<file path="config.mk">
export PLATFORM = sky130hd
export DESIGN_NAME = lcd_fetch_seq
export DESIGN_NICKNAME = d
export VERILOG_FILES = /design/src/rtl/lcd_fetch_seq.sv
export SDC_FILE = /design/constraint.sdc
export NUM_CORES = 1
export LEC_CHECK = 0
export ABC_AREA = 1
export BUFFER_PORTS_ARGS = -buffer_cell sky130_fd_sc_hd__buf_2
export CORE_ASPECT_RATIO = 1.75
export CORE_MARGIN = 3
export CORE_UTILIZATION = 56
export CTS_BUF_LIST = sky130_fd_sc_hd__clkbuf_16
export DETAILED_ROUTE_END_ITERATION = 8
export PLACE_DENSITY_LB_ADDON = 0.2
export SETUP_SLACK_MARGIN = 0.02
export SLEW_MARGIN = 20
export SYNTH_ARGS = -nofsm -noshare
export SYNTH_HDL_FRONTEND = slang
export SYNTH_SLANG_ARGS = --single-unit
</file>
<file path="constraint.sdc">
create_clock -name clk -period 11.2 [get_ports clk]
set_input_delay 0.56 -clock clk [delete_from_list [all_inputs] [get_ports clk]]
set_output_delay 0.56 -clock clk [all_outputs]
set_load 0.05 [all_outputs]
</file>
<file path="src/rtl/lcd_fetch_seq.sv">
module lcd_fetch_seq #(
  parameter int AW        = 32,
  parameter int DIM_W     = 10,
  parameter int PAL_BYTES = 512,
  parameter int SHORT_HDR = 32,
  parameter int SLACK     = 2
) (
  input  logic             clk,
  input  logic             rst_n,
  input  logic             start,
  input  logic             enable,
  input  logic [1:0]       pal_mode,
  input  logic [DIM_W-1:0] hsize_m1,
  input  logic [DIM_W-1:0] vsize_m1,
  input  logic [31:0]      subpanel,
  input  logic             dual,
  input  logic [AW-1:0]    base0,
  input  logic [AW-1:0]    base1,
  input  logic [AW-1:0]    size0,
  input  logic [AW-1:0]    size1,
  output logic             req_valid,
  output logic             req_pal,
  output logic [AW-1:0]    req_addr,
  output logic [AW-1:0]    req_len,
  input  logic             ack,
  input  logic [15:0]      pal_word,
  output logic [4:0]       depth_bpp,
  output logic             cur_frame,
  output logic [1:0]       cond_set,
  output logic             sync_err,
  output logic             frame_done
);
  localparam int LW = DIM_W + 1;
  localparam int SW = DIM_W + 6;
  localparam int PW = 2 * LW + 5;
  localparam int XW = ((PW > AW) ? PW : AW) + 2;

  localparam logic [2:0] S_IDLE = 3'd0;
  localparam logic [2:0] S_PAL  = 3'd1;
  localparam logic [2:0] S_CHK  = 3'd2;
  localparam logic [2:0] S_LINE = 3'd3;
  localparam logic [2:0] S_DONE = 3'd4;

  logic [2:0]    state;
  logic [2:0]    code_r;
  logic [LW-1:0] line_r, end_r;
  logic [AW-1:0] addr_r;
  logic [SW-1:0] stride_r;

  logic [4:0]    bpp;
  logic [AW-1:0] hdr, base_sel, size_sel, first_addr;
  logic [LW-1:0] w, h, sub_line, st_line, end_line, line_nx;
  logic [SW-1:0] stride;
  logic [PW-1:0] pix_bits;
  logic [XW-1:0] need, lim;

  wire unused_bits = ^{pal_word[15], pal_word[11:0], subpanel[30], subpanel[28:16+DIM_W], subpanel[15:0]};

  always_comb begin
    case (code_r)
      3'd0:    bpp = 5'd0;
      3'd1:    bpp = 5'd2;
      3'd2:    bpp = 5'd4;
      3'd3:    bpp = 5'd8;
      default: bpp = 5'd16;
    endcase
  end

  assign hdr = (pal_mode == 2'd2) ? '0 :
               (code_r >= 3'd3)   ? AW'(PAL_BYTES) : AW'(SHORT_HDR);

  assign base_sel = cur_frame ? base1 : base0;
  assign size_sel = cur_frame ? size1 : size0;

  assign w        = LW'(hsize_m1) + LW'(1);
  assign h        = LW'(vsize_m1) + LW'(1);
  assign sub_line = LW'(subpanel[16 +: DIM_W]);

  always_comb begin
    st_line  = '0;
    end_line = h;
    if (subpanel[31]) begin
      if (subpanel[29]) st_line  = sub_line;
      else              end_line = sub_line;
    end
  end

  assign stride     = SW'((SW'(w) * SW'(bpp)) >> 3);
  assign pix_bits   = PW'(w) * PW'(h) * PW'(bpp);
  assign need       = XW'(hdr) + XW'(pix_bits >> 3);
  assign lim        = XW'(size_sel) + XW'(SLACK);
  assign first_addr = base_sel + hdr + AW'(stride) * AW'(st_line);
  assign line_nx    = line_r + LW'(1);

  assign req_valid = (state == S_PAL) || (state == S_LINE);
  assign req_pal   = (state == S_PAL);
  assign req_addr  = req_pal ? base_sel : addr_r;
  assign req_len   = req_pal ? AW'(PAL_BYTES) : AW'(stride_r);

  always_ff @(posedge clk or negedge rst_n) begin
    if (!rst_n) begin
      state      <= S_IDLE;
      code_r     <= '0;
      line_r     <= '0;
      end_r      <= '0;
      addr_r     <= '0;
      stride_r   <= '0;
      depth_bpp  <= '0;
      cur_frame  <= 1'b0;
      cond_set   <= '0;
      sync_err   <= 1'b0;
      frame_done <= 1'b0;
    end else begin
      cond_set   <= '0;
      sync_err   <= 1'b0;
      frame_done <= 1'b0;
      case (state)
        S_IDLE: begin
          if (!enable) cur_frame <= 1'b0;
          if (start && enable && pal_mode != 2'd1)
            state <= (pal_mode == 2'd2) ? S_CHK : S_PAL;
        end
        S_PAL: if (ack) begin
          code_r <= pal_word[14:12];
          state  <= S_CHK;
        end
        S_CHK: begin
          depth_bpp <= bpp;
          if (code_r == 3'd0) begin
            state <= S_IDLE;
          end else if (need > lim) begin
            sync_err <= 1'b1;
            state    <= S_IDLE;
          end else begin
            cond_set <= cur_frame ? 2'b10 : 2'b01;
            if (dual) cur_frame <= ~cur_frame;
            addr_r   <= first_addr;
            stride_r <= stride;
            line_r   <= st_line;
            end_r    <= end_line;
            state    <= (st_line < end_line) ? S_LINE : S_DONE;
          end
        end
        S_LINE: if (ack) begin
          if (line_nx >= end_r) begin
            state <= S_DONE;
          end else begin
            line_r <= line_nx;
            addr_r <= addr_r + AW'(stride_r);
          end
        end
        S_DONE: begin
          frame_done <= 1'b1;
          state      <= S_IDLE;
        end
        default: state <= S_IDLE;
      endcase
    end
  end
endmodule

</file>
==> results.py, run 1 <==
metrics = {
    "finish": {
        "drive_above_1_share_pct": 18.6,
        "finalNonFillerCells": 4293,
        "fin_nets": 4480,
        "fill_cells": 3572,
        "synthToLayoutAreaGrowth_pct": 19.2,
        "multiInputGateArea_sq_um": 18900,
        "seqCellArea_sq_um": 2050,
    },
    "logic_synthesis": {
        "synth.area.top_cells": "fa_1 (22%), nand2_1 (16%), ha_1 (15%), inv_1 (9.8%), dfrtp_1 (9.0%)",
        "ys_ff_latch": 82,
        "netlist_area_sq_um": 22800,
        "ys_seq_area_share_pct": 9.00,
        "ys_top_cells_by_count": "nand2_1 (951), inv_1 (596), nor2_1 (342)",
        "ys.flop_type": "dfrtp_1",
        "syn_avg_cell_area_sq_um": 6.82,
        "ys_types": 55,
        "synthCells": 3345,
        "synth_warnings": 0,
        "yosysTopAreaCell": "fa_1",
        "synth-edff-count": 0,
        "yosys.area.top_type_share_pct": 22.3,
        "synth-async-reset-ratio_pct": 100,
        "synth.most_common_cell": "nand2_1",
    },
    "placed_design": {
        "dp_hpwl_mm": 62.9,
        "io_buffers": 226,
        "gp_congestion": 1.03,
        "place_inst": 4257,
        "dp_slack_ps": -389,
    },
    "critical_path": {
        "reg2regPathDepth": 41,
        "worstSetupPathType": "in2reg",
        "r2r_slack_ps": 1010,
        "worst_r2r_endpoint": "addr_r[30]",
        "startpoint_type": "input pin",
        "worstPathMaxFanout": 11,
        "cpMostUsedCell": "inv_1",
        "slowest_stage": "fa_1",
        "max_stage_delay_ps": 550,
        "critPathArrivalTime_ps": 10970,
        "endpoint_kind": "flip-flop",
        "crit_required_ps": 11440,
        "reg2reg_from": "code_r[2]",
    },
    "clock_tree": {
        "hold_buffers": 0,
        "htree_num_levels": 3,
        "root_buffer": "clkbuf_16",
        "cts_sinks": 82,
        "cts.clk_slew.worst_paths_ps": 80,
        "clk_latency_ps": 380,
        "cts_buffers": 9,
        "clockBufferDepth": 2,
        "cts_tree": "done",
    },
    "sta": {
        "min_period_over_period_pct": 95.8,
        "slew_headroom_pct": -4.47,
        "hold_viol": 0,
        "setup_viol": 0,
        "fmax_mhz": 93.2,
        "drv_slew": 2,
        "tightest_slew_ps": 1570,
        "post-route-min-period_ps": 10730,
        "fin_skew_ps": 14.5,
        "worst_slack_ps": 475,
    },
    "drt": {
        "dr.pass1.iters": 5,
        "drtIter0Drc": 1248,
        "drcViolationCount": 0,
        "ant_nets": 0,
        "wl_mm": 76.6,
        "viasPerCell": 5.42,
        "vias": 23300,
        "wl_per_cell_um": 17.8,
    },
    "global_route": {
        "grt_overflow": 0,
        "grt_max_degree": 59,
        "grt.total_usage_pct": 34.2,
        "grt_pass1_wl_mm": 117,
        "grt_pass1_vias": 23900,
        "antenna_found_initial": 1,
    },
    "job": {
        "cap_viol_max_count": 0,
    },
    "run_status": {
        "violations": "max-slew violations",
        "status": "complete, but fails checks",
    },
    "die": {
        "fp.dieW_um": 159,
        "coreArea_sq_um": 40200,
        "dieArea_sq_um": 43300,
        "ios": 280,
        "die_y_um": 273,
        "rows": 97,
        "start_util_pct": 56.8,
    },
    "min_path": {
        "hold_class": "in2async",
    },
}
[state kept, by name, summed over array words and instances (netlist names)]
signal,count
line_r,11
stride_r,13
end_r,11
addr_r,32
code_r,3
frame_done,1
depth_bpp,4
cond_set,2
cur_frame,1
state,3
sync_err,1
[critical path, delay by kind of cell]
kind,cells,cell delay (ps)
buf+inv,16,1750
compound gates,3,530
fa+ha+maj,11,4530
simple gates,27,3500
xor+xnor,1,70
[worst max path at each step]
stage                 from  slack (ps)  cells after the start           end
4_1_cts        vsize_m1[0]          30                     58      end_r[6]
3_3_place_gp   vsize_m1[0]        -250                     60      end_r[7]
2_1_floorplan  vsize_m1[0]         630                     60  stride_r[11]
5_1_grt        vsize_m1[0]        -150                     62    addr_r[13]
6_report       vsize_m1[0]         470                     58     line_r[2]
3_5_place_dp   vsize_m1[0]        -390                     56   stride_r[2]
[cell type report]
type | instances | share of cell area, %
clock inverter | 7 | 0.193
multi-input combinational | 2587 | 69.4
clock buffer | 9 | 0.828
sequential | 82 | 7.55
inverter | 607 | 8.42
antenna | 1 | 0.00920
tap | 544 | 2.50
timing repair buffer | 456 | 11.1
[stage by stage]
stage | util, % | hold slack (ps) | setup TNS (ps) | instance area (sq um)
after CTS | 65.1 | 103 | 0 | 26100
after floorplan | - | 264 | 0 | 22900
after detailed placement | 64.3 | 470 | -24180 | 25800
after global routing | 67.7 | 127 | -4710 | 27200
after global placement | 64.3 | 467 | -14400 | 25800
final | 67.7 | 93.8 | 0 | 27200
[repair_timing]
| action | in CTS | in global routing |
|---|---|---|
| setup endpoints to repair | 38 | 74 |
| gates resized for setup | 5 | 181 |
| buffers inserted | 0 | 12 |
| gates cloned | 0 | 7 |
| endpoints found under the hold margin | 0 | 0 |
| pin swaps | 0 | 77 |
[metal layers]
metal | vias to the layer above | part of all wire, % | track usage, %
met1 | 11000 | 33 | 33.2
met4 | 0 | 8.6 | 23.2
met2 | 802 | 54 | 65.2
met3 | 351 | 4.3 | 4.04
met5 | - | 0 | 0
li1 | 11100 | - | -
[cells in the final DEF, fill, tap and decap left out, drive strengths merged, types with 2 or more instances in the layout]
cell / n
o211ai: 2
and2: 4
o21ai: 200
a21o: 8
a221oi: 2
o22ai: 4
buf: 453
o21a: 8
a21oi: 139
nand3b: 10
and3: 2
clkbuf: 12
nor3: 37
nand2: 969
clkinvlp: 4
o31ai: 5
ha: 279
nor3b: 2
inv: 602
dfrtp: 82
nor2: 361
or2: 27
nor4: 7
a31oi: 4
mux2i: 17
nand4: 29
nand3: 89
o21bai: 3
fa: 254
conb: 22
clkinv: 8
xor2: 68
xnor2: 29
[cell families after synthesis]
| kind of cell | synth area share (%) |
|---|---|
| adder cells (fa/ha/maj) | 37.6 |
| AND/OR/NAND/NOR | 27.5 |
| multiplexers | 0.796 |
| flip-flops | 9.00 |
| XOR/XNOR | 3.73 |
| buffers and inverters | 12.4 |
| AO/OA/AOI/OAI | 8.94 |
| other | 0.0164 |
Power of run 1 is not shown: default switching activity piles up to over one toggle a cycle in this logic, so the estimate is an artifact.
==> run 2: changes to the inputs <==
ABC_AREA = default   (was 1)
clock period = 10.2 ns   (was 11.2 ns; I/O delays follow)
==> results.py, run 2 <==
metrics = {
    "logic_synthesis": {
        "ys_top_cells_by_count": "inv_1 (356), nand2_1 (326), ha_1 (279)",
        "ys_ff_latch": 82,
        "ys_types": 86,
        "ys_seq_area_share_pct": 9.23,
        "synth-edff-count": 0,
        "netlist_area_sq_um": 22200,
        "synthCells": 2696,
        "synth_warnings": 0,
        "yosys.area.top_type_share_pct": 22.9,
        "syn_avg_cell_area_sq_um": 8.25,
        "synth.most_common_cell": "inv_1",
        "ys.flop_type": "dfrtp_1",
        "yosysTopAreaCell": "fa_1",
        "synth-async-reset-ratio_pct": 100,
        "synth.area.top_cells": "fa_1 (23%), ha_1 (16%), dfrtp_1 (9.2%), inv_1 (6.0%), nand2_1 (5.5%)",
    },
    "job": {
        "cap_viol_max_count": 0,
    },
    "sta": {
        "grt_setup_unrepaired": "yes",
        "fin_skew_ps": 10.7,
        "min_period_over_period_pct": 113,
        "worst_slack_ps": -1300,
        "tns_ps": -83950,
        "tightest_slew_ps": 909,
        "setup_viol": 74,
        "slew_headroom_pct": 39.4,
        "hold_viol": 0,
        "post-route-min-period_ps": 11500,
        "drv_slew": 0,
        "fmax_mhz": 87.0,
    },
    "placed_design": {
        "gp_congestion": 0.951,
        "dp_hpwl_mm": 58.6,
        "dp_slack_ps": -1810,
        "io_buffers": 226,
    },
    "critical_path": {
        "worstPathMaxFanout": 10,
        "crit_family": "adder cells",
        "endpoint_kind": "flip-flop",
        "max_stage_delay_ps": 570,
        "startpoint_type": "input pin",
        "critPathArrivalTime_ps": 11750,
        "slowest_stage": "fa_1",
        "cp.buffers_inverters": 12,
        "worstSetupPathType": "in2reg",
        "reg2reg_from": "code_r[2]",
        "crit_required_ps": 10460,
        "startpoint": "vsize_m1[0]",
    },
    "clock_tree": {
        "cts.clk_slew.worst_paths_ps": 70,
        "hold_buffers": 0,
        "clockBufferDepth": 2,
        "cts_tree": "done",
        "cts_sinks": 82,
        "root_buffer": "clkbuf_16",
        "clk_latency_ps": 370,
        "htree_num_levels": 3,
        "cts_buffers": 9,
    },
    "drt": {
        "dr.pass1.iters": 5,
        "drtIter0Drc": 1033,
        "viasPerCell": 5.86,
        "wl_per_cell_um": 20.0,
        "ant_nets": 0,
        "vias": 21700,
        "drcViolationCount": 0,
        "wl_mm": 73.9,
    },
    "finish": {
        "drive_above_1_share_pct": 28.5,
        "top_register": "addr_r",
        "diodes": 0,
        "largest_reg_flops": 32,
        "layout.cells.most_common_list": "inv_1 (348), buf_4 (332), nand2_1 (299)",
        "layout.cells.most_common": "inv_1",
        "synthToLayoutAreaGrowth_pct": 28.1,
        "top_regs": "addr_r: 32 flops, stride_r: 13 flops",
        "fin_nets": 3949,
    },
    "global_route": {
        "grt.total_usage_pct": 33.6,
        "busiest_layer": "met2",
        "grt_pass1_vias": 23100,
        "grt_pass1_wl_mm": 113,
        "met2_usage_pct": 64.4,
        "grt_overflow": 0,
        "use_met3_pct": 4.18,
        "antenna_found_initial": 0,
        "grt_max_degree": 80,
        "met1_usage_pct": 31.8,
    },
    "die": {
        "ios": 280,
        "coreArea_sq_um": 39200,
        "dieArea_sq_um": 42200,
        "start_util_pct": 56.8,
        "rows": 96,
        "die_y_um": 270,
        "fp.dieW_um": 157,
    },
    "run_status": {
        "status": "complete, but fails checks",
        "violations": "negative setup slack",
    },
    "min_path": {
        "hold_class": "in2async",
    },
}
-- run 2: cell types whose count changed after synthesis, sizes merged, moves of 28 or more --
cell    delta
nand2    -641
inv      -244
nor2     -137
o21ai     -89
xnor2     +59
and2      +58
mux2      +47
and3      +40
a21o      +37
mux2i     +35
a21oi     -34
nand2b    +30
nand3     -29
clkbuf    +28
-- run 2: cell type report --
type,count,area (sq um)
repair buffers,598,4340
well taps,490,613
clock inverters,6,138
fillers,3051,10700
clock buffers,9,225
flip-flops and latches,82,2060
multi-input cells,2163,19800
inverters,358,1340
-- run 2: worst paths after layout --
path                                 to  slack (ps)  cells after the start
max reg2reg                  addr_r[30]         110                     35
max in group asynchronous   stride_r[3]        8940                      2
min in group clk              code_r[2]         430                      2
min reg2reg                depth_bpp[1]         490                      2
min                          addr_r[30]          20                      1
max                           addr_r[9]       -1300                     51
-- run 2: cells by family after synthesis --
kind of cell | synth area share (%)
compound gates | 13.3
xor+xnor | 6.26
fa+ha+maj | 38.6
buf+inv | 8.64
flops | 9.23
mux | 4.91
other cells | 0.0169
simple gates | 19.1
-- run 2: what timing repair did --
item | CTS | global route
buffers inserted | 27 | 24
pin swaps | 83 | 108
resized for setup | 149 | 137
gates cloned | 5 | 3
endpoints found under the setup margin | 74 | 74
-- run 2: metal layers --
| layer | vias up | share of wire (%) |
|---|---|---|
| li1 | 9970 | - |
| met2 | 757 | 55 |
| met4 | 0 | 9.2 |
| met5 | - | 0 |
| met1 | 10600 | 32 |
| met3 | 372 | 4.1 |
-- run 2: metrics by stage --
step           utilization [%]  area [sq um]  cells  hold slack (ps)
4_1_cts                   70.3         27500   3682             19.9
3_5_place_dp              66.9         26200   3635              414
6_report                  72.7         28500   3706             24.1
3_3_place_gp              66.9         26200   3635              411
2_1_floorplan                -         22600   2717              214
5_1_grt                   72.7         28500   3706             26.8
Power of run 2 is left out for the same reason.
==> run 3: changes to the inputs <==
ABC_AREA = 1   (was default)
==> results.py, run 3 (same netlist as run 1, synthesis figures left out) <==
metrics = {
    "critical_path": {
        "reg2regPathDepth": 42,
        "max_stage_delay_ps": 590,
        "worstSetupPathType": "in2reg",
        "cp_num_cells": 64,
        "crit_required_ps": 10450,
        "cp.buffers_inverters": 16,
        "worstPathMaxFanout": 7,
        "r2r_slack_ps": 790,
        "critPathArrivalTime_ps": 10670,
        "crit_family": "adder cells",
        "slowest_stage": "fa_1",
        "startpoint_type": "input pin",
        "endpoint_kind": "flip-flop",
    },
    "placed_design": {
        "dp_hpwl_mm": 63.5,
        "io_buffers": 226,
        "gp_congestion": 0.999,
        "placed_area_sq_um": 26100,
    },
    "die": {
        "ios": 280,
        "die_y_um": 273,
        "rows": 97,
        "dieArea_sq_um": 43300,
        "start_util_pct": 56.8,
        "coreArea_sq_um": 40200,
        "fp.dieW_um": 159,
    },
    "min_path": {
        "hold_class": "in2async",
    },
    "clock_tree": {
        "cts_sinks": 82,
        "clk_latency_ps": 370,
        "cts.clk_slew.worst_paths_ps": 70,
        "cts_buffers": 9,
        "htree_num_levels": 3,
        "root_buffer": "clkbuf_16",
        "clockBufferDepth": 2,
        "cts_tree": "done",
    },
    "finish": {
        "top_regs": "addr_r: 32 flops, stride_r: 13 flops",
        "synthToLayoutAreaGrowth_pct": 24.2,
        "final_area_sq_um": 28300,
        "largest_reg_flops": 32,
        "layout.cells.most_common": "nand2_1",
        "top_register": "addr_r",
        "drive_above_1_share_pct": 22.1,
        "postLayoutCoreUtil_pct": 70.5,
        "layout.cells.most_common_list": "nand2_1 (893), inv_1 (581), nor2_1 (301)",
        "fin_nets": 4529,
    },
    "sta": {
        "tightest_slew_ps": 1040,
        "grt_setup_unrepaired": "yes",
        "drv_slew": 0,
        "worst_slack_ps": -222,
        "setup_viol": 72,
        "slew_headroom_pct": 29.4,
        "min_period_over_period_pct": 102,
        "fin_skew_ps": 12.8,
        "post-route-min-period_ps": 10420,
        "hold_viol": 0,
        "fmax_mhz": 96.0,
    },
    "drt": {
        "vias": 23700,
        "dr.pass1.iters": 6,
        "drcViolationCount": 0,
        "drtIter0Drc": 1343,
        "wl_per_cell_um": 18.2,
        "viasPerCell": 5.47,
        "wl_mm": 79.2,
        "ant_nets": 0,
    },
    "global_route": {
        "grt_overflow": 0,
        "antenna_found_initial": 3,
        "grt.total_usage_pct": 36.2,
        "grt_pass1_wl_mm": 122,
        "grt_max_degree": 61,
        "grt_pass1_vias": 24800,
    },
    "run_status": {
        "status": "complete, but fails checks",
        "violations": "negative setup slack",
    },
    "job": {
        "cap_viol_max_count": 0,
    },
}
==> run 3: cell types whose count changed in the layout (fill, tap and decap cells not counted), moves of 36 or more <==
cell	previous run	this run
o21ai_0	71	144
a21o_1	44	8
nor2_2	9	48
nor2_1	208	301
and2_1	58	3
buf_4	332	254
inv_1	348	581
nand2_1	299	893
nand2_2	19	55
xnor2_1	77	23
==> run 3: stage by stage <==
stage	hold slack (ps)	TNS (ps)	worst slack, ps	cells
final	63.0	-10920	-222	4341
after floorplan	214	0	24.2	3366
after detailed placement	458	-75810	-1090	4281
after global placement	454	-71650	-1000	4281
after CTS	66.4	0	2.33	4328
after global routing	95.9	-52050	-756	4340
==> run 3: final cells by class <==
| type | instances | area, sq um |
|---|---|---|
| Antenna cell | 1 | 2.50 |
| Clock buffer | 9 | 225 |
| Clock inverter | 6 | 83.8 |
| Fill cell | 3365 | 11900 |
| Inverter | 607 | 2290 |
| Multi-Input combinational cell | 2586 | 19400 |
| Sequential cell | 82 | 2050 |
| Tap cell | 544 | 681 |
| Timing Repair Buffer | 506 | 3590 |
==> run 3: worst reg2reg max path, delay by kind of cell (launching register included) <==
| kind | cells | cell delay, ps |
|---|---|---|
| AOI/OAI and AO/OA | 4 | 840 |
| buffers and inverters | 7 | 970 |
| DFF | 1 | 440 |
| adders and majority gates | 10 | 4380 |
| and+or+nand+nor | 21 | 2700 |
==> run 3: final timing paths <==
| kind | start | endpoint |
|---|---|---|
| setup / recovery | vsize_m1[1] | addr_r[12] |
| hold / removal | rst_n | addr_r[1] |
| setup reg to reg | code_r[2] | addr_r[30] |
| hold reg to reg | end_r[0] | end_r[0] |
| max in group asynchronous | rst_n | cur_frame |
| min in group clk | pal_word[12] | code_r[0] |
==> run 3: metal layers <==
metal	GRT usage, %	wire (um)	vias up
met3	4.29	3480	394
li1	-	-	11200
met2	66.9	42200	887
met4	28.9	7870	4
met5	0	30	-
met1	35.2	25600	11300
==> run 3: what timing repair did <==
item / CTS / global route
gates cloned: 7 / 5
endpoints found under the setup margin: 74 / 74
endpoints found under the hold margin: 0 / 0
resized for setup: 195 / 122
setup buffers: 25 / 7
hold buffers: 0 / 0
pin swaps: 126 / 60
Power of run 3 is left out for the same reason.
